==> config.mk <==
export PLATFORM = sky130hd
export DESIGN_NAME = usec_interval_timer
export DESIGN_NICKNAME = d
export VERILOG_FILES = /design/src/rtl/usec_timer_pkg.sv /design/src/rtl/usec_timer_regif.sv /design/src/rtl/usec_timer_counter.sv /design/src/rtl/usec_timer_irq.sv /design/src/rtl/usec_interval_timer.sv
export SDC_FILE = /design/constraint.sdc
export NUM_CORES = 1
export LEC_CHECK = 0
export ABC_AREA = 1
export CAP_MARGIN = 5
export CORE_MARGIN = 8
export CORE_UTILIZATION = 50
export CTS_CLUSTER_DIAMETER = 50
export DETAILED_ROUTE_END_ITERATION = 10
export PLACE_DENSITY_LB_ADDON = 0.05
export SLEW_MARGIN = 10
export SYNTH_ARGS = -nofsm -noshare
export SYNTH_HDL_FRONTEND = slang
export SYNTH_SLANG_ARGS = --single-unit
==> constraint.sdc <==
create_clock -name clk -period 4.95 [get_ports clk]
set_input_delay 0.7425 -clock clk [delete_from_list [all_inputs] [get_ports clk]]
set_output_delay 0.7425 -clock clk [all_outputs]
set_load 0.02 [all_outputs]
==> src/rtl/usec_timer_pkg.sv <==
// Package: shared widths, bit positions and the decoded command type for the
// microsecond interval timer. Bit positions are fixed by the software view.
package usec_timer_pkg;
    localparam int DATA_W   = 32;
    localparam int CNT_W    = 29;
    localparam int EN_BIT   = 31;
    localparam int PER_BIT  = 30;
    localparam int PEND_BIT = 30;

    typedef struct packed {
        logic             en;
        logic             per;
        logic [CNT_W-1:0] val;
    } load_cmd_t;
endpackage

==> src/rtl/usec_timer_regif.sv <==
// Module: usec_timer_regif
// Decodes register writes into a load command and a clear strobe.
// Muxes the read data for the addressed word.
// Assumes single-cycle write strobes and a combinational read.
module usec_timer_regif
    import usec_timer_pkg::*;
#(
    parameter int ADDR_W   = 8,
    parameter int OFS_LOAD = 0,
    parameter int OFS_STAT = 4
) (
    input  logic              bus_wr,
    input  logic [ADDR_W-1:0] bus_addr,
    input  logic [DATA_W-1:0] bus_wdata,
    input  logic [CNT_W-1:0]  cnt,
    input  logic              armed,
    input  logic              periodic,
    input  logic [CNT_W-1:0]  reload,
    input  logic              pending,
    output logic              load_stb,
    output load_cmd_t         load_cmd,
    output logic              clr_stb,
    output logic [DATA_W-1:0] rdata
);
    localparam logic [ADDR_W-1:0] A_LOAD = ADDR_W'(OFS_LOAD);
    localparam logic [ADDR_W-1:0] A_STAT = ADDR_W'(OFS_STAT);

    logic unused_wbit;
    assign unused_wbit = bus_wdata[CNT_W];

    // Write decode: command write and status clear strobe
    always_comb begin
        load_stb     = bus_wr && (bus_addr == A_LOAD);
        load_cmd.en  = bus_wdata[EN_BIT];
        load_cmd.per = bus_wdata[PER_BIT];
        load_cmd.val = bus_wdata[CNT_W-1:0];
        clr_stb      = bus_wr && (bus_addr == A_STAT) && bus_wdata[PEND_BIT];
    end

    // Read mux: command word readback or live status
    always_comb begin
        rdata = '0;
        if (bus_addr == A_LOAD) begin
            rdata[EN_BIT]      = armed;
            rdata[PER_BIT]     = periodic;
            rdata[CNT_W-1:0]   = reload;
        end else if (bus_addr == A_STAT) begin
            rdata[PEND_BIT]    = pending;
            rdata[CNT_W-1:0]   = cnt;
        end
    end
endmodule

==> src/rtl/usec_timer_counter.sv <==
// Module: usec_timer_counter
// Down counter advanced by the tick strobe, with one-shot and auto-reload modes.
// A load command takes priority over a tick in the same cycle.
// Expiry is a one-cycle pulse on the tick where an armed count sits at zero.
module usec_timer_counter
    import usec_timer_pkg::*;
(
    input  logic             clk,
    input  logic             rst_n,
    input  logic             tick,
    input  logic             load_stb,
    input  load_cmd_t        load_cmd,
    output logic [CNT_W-1:0] cnt,
    output logic             armed,
    output logic             periodic,
    output logic [CNT_W-1:0] reload,
    output logic             expire
);
    localparam logic [CNT_W-1:0] ONE = CNT_W'(1);

    // Expiry: armed, ticking, no restart, count exhausted
    assign expire = armed && tick && !load_stb && (cnt == '0);

    // Counter state: load, decrement, reload or stop
    always_ff @(posedge clk) begin
        if (!rst_n) begin
            cnt      <= '0;
            armed    <= 1'b0;
            periodic <= 1'b0;
            reload   <= '0;
        end else if (load_stb) begin
            cnt      <= load_cmd.val;
            armed    <= load_cmd.en;
            periodic <= load_cmd.per;
            reload   <= load_cmd.val;
        end else if (armed && tick) begin
            if (cnt != '0)
                cnt <= cnt - ONE;
            else if (periodic)
                cnt <= reload;
            else
                armed <= 1'b0;
        end
    end

    a_r2_decrement: assert property (@(posedge clk) disable iff (!rst_n)
        (armed && tick && !load_stb && cnt != '0) |=> (cnt == $past(cnt) - ONE));
    a_r2_hold_no_tick: assert property (@(posedge clk) disable iff (!rst_n)
        (!tick && !load_stb) |=> $stable(cnt));
    a_r4_oneshot_stop: assert property (@(posedge clk) disable iff (!rst_n)
        (expire && !periodic) |=> (!armed && cnt == '0));
    a_r5_auto_reload: assert property (@(posedge clk) disable iff (!rst_n)
        (expire && periodic) |=> (armed && cnt == $past(reload)));
    a_r1_restart: assert property (@(posedge clk) disable iff (!rst_n)
        load_stb |=> (cnt == $past(load_cmd.val) && armed == $past(load_cmd.en)));
endmodule

==> src/rtl/usec_timer_irq.sv <==
// Module: usec_timer_irq
// Pending-interrupt latch: set by expiry, cleared by a software clear strobe.
// When both arrive in one cycle, the expiry wins.
module usec_timer_irq (
    input  logic clk,
    input  logic rst_n,
    input  logic expire,
    input  logic clr_stb,
    output logic pending
);
    // Pending latch with set priority
    always_ff @(posedge clk) begin
        if (!rst_n)
            pending <= 1'b0;
        else if (expire)
            pending <= 1'b1;
        else if (clr_stb)
            pending <= 1'b0;
    end

    a_r3_set_on_expiry: assert property (@(posedge clk) disable iff (!rst_n)
        expire |=> pending);
    a_r7_clear: assert property (@(posedge clk) disable iff (!rst_n)
        (clr_stb && !expire) |=> !pending);
    a_r7_hold: assert property (@(posedge clk) disable iff (!rst_n)
        (pending && !clr_stb) |=> pending);
    a_r8_set_wins: assert property (@(posedge clk) disable iff (!rst_n)
        (clr_stb && expire) |=> pending);
endmodule

==> src/rtl/usec_interval_timer.sv <==
// Module: usec_interval_timer (top)
// One-shot / periodic microsecond interval timer with a level-high interrupt.
// Assumes tick_1us is a one-cycle strobe synchronous to clk.
module usec_interval_timer
    import usec_timer_pkg::*;
#(
    parameter int ADDR_W = 8
) (
    input  logic              clk,
    input  logic              rst_n,
    input  logic              tick_1us,
    input  logic              bus_wr,
    input  logic [ADDR_W-1:0] bus_addr,
    input  logic [31:0]       bus_wdata,
    output logic [31:0]       bus_rdata,
    output logic              irq
);
    logic             load_stb, clr_stb, expire;
    load_cmd_t        load_cmd;
    logic [CNT_W-1:0] cnt, reload;
    logic             armed, periodic, pending;

    usec_timer_regif #(.ADDR_W(ADDR_W)) u_regif (
        .bus_wr(bus_wr), .bus_addr(bus_addr), .bus_wdata(bus_wdata),
        .cnt(cnt), .armed(armed), .periodic(periodic), .reload(reload),
        .pending(pending), .load_stb(load_stb), .load_cmd(load_cmd),
        .clr_stb(clr_stb), .rdata(bus_rdata)
    );

    usec_timer_counter u_counter (
        .clk(clk), .rst_n(rst_n), .tick(tick_1us), .load_stb(load_stb),
        .load_cmd(load_cmd), .cnt(cnt), .armed(armed), .periodic(periodic),
        .reload(reload), .expire(expire)
    );

    usec_timer_irq u_irq (
        .clk(clk), .rst_n(rst_n), .expire(expire), .clr_stb(clr_stb),
        .pending(pending)
    );

    assign irq = pending;

    a_r10_reset_quiet: assert property (@(posedge clk)
        !rst_n |=> (!irq && cnt == '0 && !armed));
endmodule

==> metrics.log, run 1 <==
INFO  metric period_needed = 3.78 ns
INFO  metric route.final.wire_length = 11.9 mm
INFO  metric timing.critical_path.required = 4.21 ns
INFO  metric grt_antenna_before_repair = 0
INFO  metric final_hold_viol_count = 0
INFO  metric grt_overflow_total = 0
INFO  metric ys_top_cells_by_area = sky130_fd_sc_hd__dfxtp_1, sky130_fd_sc_hd__nand2_1, sky130_fd_sc_hd__nor2_1
INFO  metric worst-path-max-fanout = 19
INFO  metric timing.setup.tns = 0 ns
INFO  metric fin_crit_sh = 76.3%
INFO  metric routed-wl-met2 = 5.71 mm
INFO  metric synth-edff-count = 0
INFO  metric finalMaxSlewViolations = 0
INFO  metric pin_count = 77
INFO  metric setup_violations = 0
INFO  metric worstHoldEndpoint = u_counter.armed$_SDFFE_PN0P_
INFO  metric power.static_leakage = 0.00214 µW
INFO  metric post_synth_most_frequent_cells = sky130_fd_sc_hd__nand2_1, sky130_fd_sc_hd__nor2_1, sky130_fd_sc_hd__inv_1, sky130_fd_sc_hd__dfxtp_1, sky130_fd_sc_hd__nand3_1
INFO  metric drc = 0
INFO  metric top_count_cell_post_synth = sky130_fd_sc_hd__nand2_1
INFO  metric postCtsResizedCells = 0
INFO  metric synth_area = 3920 µm²
INFO  metric grt_setup_unrepaired = false
INFO  metric critical_path_arrival = 3.03 ns
INFO  metric cts.htree.levels = 3
INFO  metric finalWorstSetupSlack = 1.17 ns
INFO  metric startpoint = bus_addr[5]
INFO  metric floorplan_core_area = 7650 µm²
INFO  metric fraction_of_layout_instances_using_a_drive_strength_above_1 = 5.37%
INFO  metric placement_rows = 32
INFO  metric cts.hold.buffers_added = 0
INFO  metric synth_largest_area_cell = sky130_fd_sc_hd__dfxtp_1
INFO  metric min_path_cells = 2
INFO  metric run_status = finished, final reports clean
INFO  metric synth_top_cell_area_share = 31.1%
INFO  metric clock-skew-final = 0.0112 ns
INFO  metric drtIter0Drc = 275
INFO  metric path_class = in -> out
INFO  metric initial_utilization = 51.3%
INFO  metric synth-async-reset-ratio = 0%
INFO  metric clk_transition_reported_paths = 0.06 ns
INFO  metric ctsRootBufferMaster = sky130_fd_sc_hd__clkbuf_8
INFO  metric vdd_ir_drop_max = 122 µV
INFO  metric end_kind = output port
INFO  metric grt_util_all_layers = 21.3%
INFO  metric cts_made_buffers = 9
INFO  metric cts_tree = built
INFO  metric postPlaceCellArea = 4680 µm²
INFO  metric clock_sinks = 61
INFO  metric nNetsFinal = 748
INFO  metric detail_route.wl_per_cell = 14.7 µm
INFO  metric final_antenna_net_count = 0
INFO  metric number_of_global_route_vias_before_repair = 4040
INFO  metric cts_setup_buffers = 0
INFO  metric area_delta_synth_final = 23.4%
INFO  metric yosys_most_used_dff = sky130_fd_sc_hd__dfxtp_1
INFO  metric place.port_buffers = 74
INFO  metric die_area = 10900 µm²
INFO  metric reg2reg_setup_slack = 2.50 ns
INFO  metric hold_start = u_counter.armed$_SDFFE_PN0P_
INFO  metric finalInstanceArea = 4840 µm²
INFO  metric worst_r2r_endpoint = u_counter.cnt[25]$_SDFFE_PN0P_
INFO  metric fin_total_pwr = 933 µW
INFO  metric antenna-diode-count = 0
INFO  metric powerDensity = 193 nW/µm²
INFO  metric dp_hpwl = 8.45 mm
INFO  metric synthesis.area_per_instance = 6.14 µm²
INFO  metric route.layer.met1.wl = 5.27 mm
INFO  metric fillerInstances = 752
INFO  metric die_w = 105 µm
INFO  metric synth_seq_area_share = 31.1%
INFO  metric gpl.final_weighted_congestion = 0.915
INFO  metric regToRegStartpoint = u_counter.cnt[1]$_SDFFE_PN0P_
INFO  metric synth_seq_cells = 61
INFO  metric postSynthCellCount = 639
INFO  metric grt_start_max_net_pins = 44
INFO  metric worstHoldPathType = reg -> reg
INFO  metric die-height = 105 µm
INFO  metric detailroute.wirelength.met3 = 726 µm
INFO  metric vias_per_cell = 5.23
INFO  metric timing.slew.headroom = 50.2%
INFO  metric max-cap-violations = 0
INFO  metric clock_insertion_delay_worst_skew = 0.35 ns
INFO  metric drt_first_pass_iters = 4
INFO  metric startpoint_type = primary input
INFO  metric tightestPinTransition = 0.746 ns
INFO  metric dpl_worst_slack = 1.21 ns
INFO  metric max-clock-path-buffers = 2
INFO  metric worst-r2r-cell-count = 11
INFO  metric top_layer = met4
INFO  metric synth.lib_cells_used.distinct = 33
INFO  metric detailroute.via_count = 4238
INFO  metric grt_first_pass_wirelength = 19.3 mm
INFO  metric mappedNetlistNets = 684
INFO  metric clock.fmax = 265 MHz
INFO  metric ys.warnings.count = 0
==> stage by stage <==
step	cells	hold WS, ns	utilization [%]
6_report	810	0.471	63.3
5_1_grt	810	0.498	63.3
4_1_cts	810	0.473	63.3
3_5_place_dp	794	0.462	61.3
3_3_place_gp	794	0.452	61.3
2_1_floorplan	639	0.445	-
==> logic make-up after synthesis <==
logic type / count (synthesis) / share of synthesized area, %
buf+inv: 107 / 11.5
other cells: 1 / 0.0956
fa+ha+maj: 1 / 0.319
simple gates: 335 / 37.1
compound gates: 113 / 15.1
xor+xnor: 21 / 4.69
flops: 61 / 31.1
==> power by group <==
part	switching [µW]	internal, µW
clock network	204	178
logic	24.9	34.8
registers	0.301	491
==> placed cells by master (no fill, tap or decap) <==
cell type,n
sky130_fd_sc_hd__nand2_1,175
sky130_fd_sc_hd__nor2_1,87
sky130_fd_sc_hd__inv_1,77
sky130_fd_sc_hd__clkdlybuf4s50_1,74
sky130_fd_sc_hd__dfxtp_1,61
sky130_fd_sc_hd__nand3_1,48
sky130_fd_sc_hd__a21oi_1,45
sky130_fd_sc_hd__o21ai_0,36
sky130_fd_sc_hd__xor2_1,20
sky130_fd_sc_hd__o21ai_1,15
sky130_fd_sc_hd__o22ai_1,13
sky130_fd_sc_hd__clkbuf_8,9
sky130_fd_sc_hd__nand4_1,8
sky130_fd_sc_hd__buf_4,5
sky130_fd_sc_hd__nor2_4,4
sky130_fd_sc_hd__nand2_4,4
sky130_fd_sc_hd__clkinv_2,4
sky130_fd_sc_hd__nand2_2,2
sky130_fd_sc_hd__nor2_2,2
sky130_fd_sc_hd__inv_2,2
sky130_fd_sc_hd__o21a_1,2
sky130_fd_sc_hd__clkbuf_1,2
sky130_fd_sc_hd__nor3_1,1
sky130_fd_sc_hd__nor2_8,1
sky130_fd_sc_hd__nand3_4,1
sky130_fd_sc_hd__nand3_2,1
sky130_fd_sc_hd__inv_4,1
sky130_fd_sc_hd__clkinv_1,1
sky130_fd_sc_hd__nor3_4,1
sky130_fd_sc_hd__xnor2_1,1
sky130_fd_sc_hd__o2111ai_1,1
sky130_fd_sc_hd__a21boi_0,1
sky130_fd_sc_hd__ha_1,1
sky130_fd_sc_hd__conb_1,1
sky130_fd_sc_hd__clkinvlp_4,1
==> worst max-delay path: stages <==
cell                              delay (ns)
sky130_fd_sc_hd__clkdlybuf4s50_1        0.42
sky130_fd_sc_hd__nor2_1                 0.16
sky130_fd_sc_hd__nand2_1                0.11
sky130_fd_sc_hd__nor2_4                 0.11
sky130_fd_sc_hd__buf_4                  0.27
sky130_fd_sc_hd__inv_1                  0.30
sky130_fd_sc_hd__o22ai_1                0.28
sky130_fd_sc_hd__clkdlybuf4s50_1        0.64
==> routing by layer <==
layer | up-vias | global-route usage, %
li1 | 2159 | -
met1 | 1927 | 25.4
met2 | 138 | 36.9
met3 | 14 | 4.36
met4 | 0 | 7.85
met5 | - | 0
==> registers in the layout (all words and copies together), names as in the netlist <==
| name | flops |
|---|---|
| u_counter.armed | 1 |
| u_counter.cnt | 29 |
| u_counter.periodic | 1 |
| u_counter.reload | 29 |
| u_irq.pending | 1 |
==> cell type report <==
cell class | count | area, µm² | area share [%]
Multi-Input combinational cell | 471 | 2250 | 46.5
Clock inverter | 5 | 27.5 | 0.568
Timing Repair Buffer | 79 | 778 | 16.1
Sequential cell | 61 | 1220 | 25.2
Tap cell | 102 | 128 | 2.63
Inverter | 81 | 307 | 6.33
Clock buffer | 11 | 131 | 2.71
==> worst max-delay path by stage <==
stage,end,cells after the start,slack [ns]
2_1_floorplan,bus_rdata[10],6,2.34
3_3_place_gp,bus_rdata[30],8,1.25
3_5_place_dp,bus_rdata[30],8,1.21
4_1_cts,bus_rdata[30],8,1.19
5_1_grt,bus_rdata[30],8,1.01
6_report,bus_rdata[30],8,1.17
(Power assumes the default switching activity.)
==> run 2, diff against run 1 <==
- clock period: 4.95 -> 3.88 ns (I/O delays scaled with it)
==> run 2 against run 1 <==
Net effect: count of clock-buffer cells in the layout unchanged; register-to-register slack got worse by 1.1 ns; clock skew about the same; via count decreased by 0.12%; final cell count unchanged; first-iteration DRC count decreased by 12%; hold slack improved by 0.0061 ns; clock power increased by 60%; combinational power increased by 29%; largest cell class unchanged; largest power group unchanged.
==> metrics.log, run 2 (synthesis results as in run 1) <==
INFO  metric run_status = finished, final reports clean
INFO  metric cts.htree.levels = 3 (unchanged)
INFO  metric drtIter0Drc = 241 (-12%)
INFO  metric path_class = in -> out
INFO  metric clock_sinks = 61 (unchanged)
INFO  metric end_kind = output port
INFO  metric clock_insertion_delay_worst_skew = 0.34 ns (about the same)
INFO  metric gpl.final_weighted_congestion = 0.916 (+0.16%)
INFO  metric number_of_global_route_vias_before_repair = 4260 (+5.4%)
INFO  metric cts_tree = built
INFO  metric fin_total_pwr = 1310 µW (+41%)
INFO  metric setup_violations = 0 (unchanged)
INFO  metric max-cap-violations = 0 (unchanged)
INFO  metric routed-wl-met2 = 5.75 mm (+0.84%)
INFO  metric initial_utilization = 51.3% (unchanged)
INFO  metric die_w = 105 µm (unchanged)
INFO  metric multi_input_comb_area = 2250 µm² (unchanged)
INFO  metric grt_util_all_layers = 22.2% (+0.93 points)
INFO  metric cts_made_buffers = 9 (unchanged)
INFO  metric fin_crit_sh = 80.6%
INFO  metric placement_rows = 32 (unchanged)
INFO  metric detailroute.wirelength.met3 = 799 µm (+10%)
INFO  metric dp_hpwl = 8.73 mm (+3.3%)
INFO  metric clk_transition_reported_paths = 0.07 ns (about the same)
INFO  metric ff_latch_area = 1220 µm² (unchanged)
INFO  metric ctsRootBufferMaster = sky130_fd_sc_hd__clkbuf_8
INFO  metric final_hold_viol_count = 0 (unchanged)
INFO  metric drt_first_pass_iters = 5 (+1)
INFO  metric grt_first_pass_wirelength = 20.2 mm (+4.4%)
INFO  metric antenna-diode-count = 0 (unchanged)
INFO  metric fraction_of_layout_instances_using_a_drive_strength_above_1 = 5.37% (unchanged)
INFO  metric startpoint_type = primary input
INFO  metric grt_overflow_total = 0 (unchanged)
INFO  metric nNetsFinal = 748 (unchanged)
INFO  metric vdd_ir_drop_max = 145 µV (+19%)
INFO  metric route.layer.met1.wl = 5.26 mm (-0.30%)
INFO  metric critical_path_arrival = 2.54 ns (-0.49 ns)
INFO  metric final_antenna_net_count = 0 (unchanged)
INFO  metric grt_setup_unrepaired = false
INFO  metric floorplan_core_area = 7650 µm² (unchanged)
INFO  metric timing.critical_path.required = 3.30 ns (-0.91 ns)
INFO  metric timing.slew.headroom = 51.4% (+1.2 points)
INFO  metric pin_count = 77 (unchanged)
INFO  metric clock-skew-final = 0.0111 ns (-0.000117 ns)
INFO  metric detailroute.via_count = 4233 (-0.12%)
INFO  metric timing.setup.tns = 0 ns (unchanged)
INFO  metric layout_common_cells = sky130_fd_sc_hd__nand2_1, sky130_fd_sc_hd__nor2_1, sky130_fd_sc_hd__inv_1, sky130_fd_sc_hd__clkdlybuf4s50_1, sky130_fd_sc_hd__dfxtp_1
INFO  metric detail_route.wl_per_cell = 14.9 µm (+1.4%)
INFO  metric drc = 0 (unchanged)
INFO  metric max-clock-path-buffers = 2 (unchanged)
INFO  metric powerDensity = 269 nW/µm² (+40%)
INFO  metric fillerInstances = 779 (+3.6%)
INFO  metric top_layer = met4
INFO  metric die_area = 10900 µm² (unchanged)
INFO  metric period_needed = 3.13 ns
INFO  metric cts.hold.buffers_added = 0 (unchanged)
INFO  metric place.port_buffers = 74 (unchanged)
INFO  metric grt_antenna_before_repair = 0 (unchanged)
INFO  metric tightestPinTransition = 0.730 ns (-0.0164 ns)
INFO  metric area_delta_synth_final = 24.6%
INFO  metric reg.largest.list = u_counter.cnt: 29 flops, u_counter.reload: 29 flops
INFO  metric grt_start_max_net_pins = 44 (unchanged)
INFO  metric die-height = 105 µm (unchanged)
INFO  metric finalMaxSlewViolations = 0 (unchanged)
INFO  metric clock.fmax = 320 MHz
INFO  metric power.static_leakage = 0.00217 µW (+1.1%)
INFO  metric worst-path-max-fanout = 14 (-5)
INFO  metric postCtsResizedCells = 0 (unchanged)
INFO  metric route.final.wire_length = 12.0 mm (+1.4%)
INFO  metric vias_per_cell = 5.23 (-0.12%)
INFO  metric cts_setup_buffers = 0 (unchanged)
INFO  metric worstHoldPathType = reg -> reg
INFO  metric layout_commonest_cell = sky130_fd_sc_hd__nand2_1
run 2: changes by cell type in the layout (fill, tap and decap cells not counted), sizes merged:
| cell | change |
|---|---|
| bufinv | +2 |
| clkinvlp | -1 |
| clkinv | -1 |
run 2: worst paths after layout:
check	slack [ns]	cells after the start	end	start
setup / recovery	0.75	7	bus_rdata[24]	bus_addr[7]
hold / removal	0.48	2	u_counter.reload[4]$_SDFFE_PN0P_	u_counter.reload[4]$_SDFFE_PN0P_
setup reg to reg	1.42	11	u_counter.cnt[25]$_SDFFE_PN0P_	u_counter.cnt[1]$_SDFFE_PN0P_
hold reg to reg	0.48	2	u_counter.reload[4]$_SDFFE_PN0P_	u_counter.reload[4]$_SDFFE_PN0P_
run 2: layout make-up:
cell class              instances  area share, %
multi-input cells             471           46.0
flip-flops and latches         61           25.0
repair buffers                 79           15.9
inverters                      81           6.27
clock buffers                  11           2.69
well taps                     102           2.61
clock inverters                 5           1.53
run 2: critical path, cell delays in order:
cell and delay, ns:
sky130_fd_sc_hd__clkdlybuf4s50_1 0.39, sky130_fd_sc_hd__nor2_1 0.15, sky130_fd_sc_hd__nand2_1 0.11, sky130_fd_sc_hd__nor2_4 0.11, sky130_fd_sc_hd__inv_1 0.25, sky130_fd_sc_hd__o22ai_1 0.30, sky130_fd_sc_hd__clkdlybuf4s50_1 0.64
run 2: routing by layer:
metal  track usage, %  vias up
met5                0        -
met4             8.87        0
met3             5.10       19
met2             37.7      133
met1             26.6     1923
li1                 -     2158
run 2: where the power goes:
part | internal, µW | leakage (µW) | switching (µW)
clock | 359 | 0.000107 | 252
sequential | 626 | 0.000491 | 0.377
combinational | 44.4 | 0.00157 | 32.5
total | 1030 | 0.00217 | 285
run 2: through the flow:
stage               std cells  area [µm²]  hold slack, ns  utilization (%)  setup slack (ns)
finish                    810        4890           0.478             64.0             0.754
global route              810        4890           0.480             64.0             0.608
CTS                       810        4890           0.472             64.0             0.749
detailed placement        794        4680           0.462             61.3             0.743
global placement          794        4680           0.453             61.3             0.782
floorplan                 639        3920           0.445                -              1.59
==> run 3, diff against run 2 <==
- CORE_UTILIZATION: 50 -> 47
- clock period: 3.88 -> 2.85 ns (I/O delays scaled with it)
==> run 3 against run 2 <==
Net effect: die area up 5.4%; core utilization down 2.8 points; wire length up 6.5%; power up 38%; count of clock-buffer cells in the layout down 1; cell area up 2.3%; worst setup slack worse by 0.66 ns; combinational power up 37%; sequential cell count unchanged; register-to-register slack worse by 0.78 ns; clock power up 40%; sequential share of layout area down 0.56 points; critical endpoint is now bus_rdata[10]; largest power group is now clock; highest routed layer unchanged.
==> metrics.log, run 3 (synthesis results as in run 1) <==
INFO  metric run_status = finished, final reports clean
INFO  metric path_cells = clkdlybuf4s50_1 -> nor2_1 -> nand2_1 -> nor2_4 -> clkinvlp_4 -> buf_4 -> o22ai_1 -> clkdlybuf4s50_1
INFO  metric timing.critical_path.mode_cell = sky130_fd_sc_hd__clkdlybuf4s50_1
INFO  metric cts.htree.levels = 3 (unchanged)
INFO  metric cts_made_buffers = 9 (unchanged)
INFO  metric clock_insertion_delay_worst_skew = 0.36 ns (+0.02 ns)
INFO  metric power.static_leakage = 0.00235 µW (+8.3%)
INFO  metric clock-skew-final = 0.0136 ns (+0.00249 ns)
INFO  metric grt_first_pass_wirelength = 20.6 mm (+2.2%)
INFO  metric place.port_buffers = 74 (unchanged)
INFO  metric floorplan_core_area = 8180 µm² (+6.9%)
INFO  metric finalInstanceArea = 5000 µm² (+2.3%)
INFO  metric placement_rows = 33 (+3.1%)
INFO  metric finalWorstSetupSlack = 0.0943 ns (-0.660 ns)
INFO  metric crit_path_max_incr_delay = 0.63 ns (about the same)
INFO  metric max-cap-violations = 0 (unchanged)
INFO  metric detailroute.via_count = 4359 (+3.0%)
INFO  metric period_needed = 2.76 ns
INFO  metric worstHoldPathType = reg -> reg
INFO  metric worst-path-max-fanout = 12 (-2)
INFO  metric final_antenna_net_count = 0 (unchanged)
INFO  metric postPlaceCellArea = 4750 µm² (+1.3%)
INFO  metric grt_util_all_layers = 22.5% (+0.25 points)
INFO  metric grt_antenna_before_repair = 0 (unchanged)
INFO  metric pin_count = 77 (unchanged)
INFO  metric startpoint_type = primary input
INFO  metric ctsRootBufferMaster = sky130_fd_sc_hd__clkbuf_8
INFO  metric clock_sinks = 61 (unchanged)
INFO  metric antenna-diode-count = 0 (unchanged)
INFO  metric grt_start_max_net_pins = 44 (unchanged)
INFO  metric powerDensity = 363 nW/µm² (+35%)
INFO  metric initial_utilization = 48.0% (-3.3 points)
INFO  metric area_delta_synth_final = 27.5%
INFO  metric end_kind = output port
INFO  metric tightestPinTransition = 0.584 ns (-0.146 ns)
INFO  metric gpl.final_weighted_congestion = 0.900 (-1.7%)
INFO  metric layout_commonest_cell = sky130_fd_sc_hd__nand2_1
INFO  metric timing.setup.tns = 0 ns (unchanged)
INFO  metric reg.largest.list = u_counter.cnt: 29 flops, u_counter.reload: 29 flops
INFO  metric grt_setup_unrepaired = false
INFO  metric path_class = in -> out
INFO  metric number_of_global_route_vias_before_repair = 4278 (+0.42%)
INFO  metric dpl_worst_slack = 0.0548 ns (-0.688 ns)
INFO  metric drc = 0 (unchanged)
INFO  metric die-height = 107 µm (+2.7%)
INFO  metric grt_overflow_total = 0 (unchanged)
INFO  metric die_area = 11500 µm² (+5.4%)
INFO  metric die_w = 107 µm (+2.7%)
INFO  metric fillerInstances = 804 (+3.2%)
INFO  metric critical_path_arrival = 2.33 ns (-0.21 ns)
INFO  metric drtIter0Drc = 211 (-12%)
INFO  metric vdd_ir_drop_max = 207 µV (+43%)
INFO  metric finalMaxSlewViolations = 0 (unchanged)
INFO  metric hold-worst-slack = 0.481 ns (+0.00339 ns)
INFO  metric fin_total_pwr = 1820 µW (+38%)
INFO  metric drt_first_pass_iters = 5 (unchanged)
INFO  metric cpMaxStageDelayCell = sky130_fd_sc_hd__clkdlybuf4s50_1
INFO  metric timing.slew.headroom = 61.0% (+9.7 points)
INFO  metric fin_crit_sh = 96.7%
INFO  metric vias_per_cell = 5.31 (+1.6%)
INFO  metric cts_tree = built
INFO  metric clk_transition_reported_paths = 0.07 ns (about the same)
INFO  metric route.final.wire_length = 12.8 mm (+6.5%)
INFO  metric final_hold_viol_count = 0 (unchanged)
INFO  metric max-clock-path-buffers = 2 (unchanged)
INFO  metric setup_violations = 0 (unchanged)
INFO  metric timing.critical_path.required = 2.42 ns (-0.88 ns)
INFO  metric layout_common_cells = sky130_fd_sc_hd__nand2_1, sky130_fd_sc_hd__nor2_1, sky130_fd_sc_hd__inv_1, sky130_fd_sc_hd__clkdlybuf4s50_1, sky130_fd_sc_hd__dfxtp_1
INFO  metric clock.fmax = 363 MHz
INFO  metric dp_hpwl = 9.31 mm (+6.7%)
INFO  metric detail_route.wl_per_cell = 15.6 µm (+5.1%)
INFO  metric fraction_of_layout_instances_using_a_drive_strength_above_1 = 6.70% (+1.3 points)
INFO  metric nNetsFinal = 756 (+1.1%)
[run 3: area by class of cell]
type                            instances  area (µm²)  area share, %
Multi-Input combinational cell        471        2250           45.0
Clock inverter                          6        87.6           1.75
Sequential cell                        61        1220           24.4
Clock buffer                           10         128           2.55
Inverter                               81         310           6.20
Timing Repair Buffer                   87         875           17.5
Tap cell                              105         131           2.63
[run 3: routing by layer]
layer  up-vias  share of wire, %  GRT usage, %
li1       2165                 -             -
met1      2010                44          27.5
met2       157                48          38.0
met3        27               5.7          4.25
met4         0               2.1          8.62
met5         -                 0             0
[run 3: worst paths after layout]
kind / slack [ns] / cells past startpoint / from / end
worst max-delay path: 0.09 / 8 / bus_addr[5] / bus_rdata[10]
worst min-delay path: 0.48 / 2 / u_counter.reload[5]$_SDFFE_PN0P_ / u_counter.reload[5]$_SDFFE_PN0P_
worst max register to register: 0.64 / 13 / u_counter.cnt[0]$_SDFFE_PN0P_ / u_counter.cnt[3]$_SDFFE_PN0P_
worst min register to register: 0.48 / 2 / u_counter.reload[5]$_SDFFE_PN0P_ / u_counter.reload[5]$_SDFFE_PN0P_
[run 3: report_power, final]
group	total, µW	internal (µW)	switching (µW)
Combinational	105	60.9	44.2
Sequential	853	853	0.519
Clock	858	491	368
[run 3: repair_timing]
action,4_1_cts,5_1_grt
resized for setup,0,10
buffers inserted,0,2
hold buffers,0,0
endpoints found under the setup margin,0,16
[run 3: critical path: cells and delay by family]
family / cells / cell delay (ns)
AOI/OAI and AO/OA: 1 / 0.17
buffers and inverters: 4 / 1.32
and+or+nand+nor: 3 / 0.40
[run 3: through the flow]
step | utilization, % | std cells
after floorplan | - | 639
after CTS | 60.7 | 819
after global routing | 61.2 | 821
after global placement | 58.1 | 803
final | 61.2 | 821
after detailed placement | 58.1 | 803
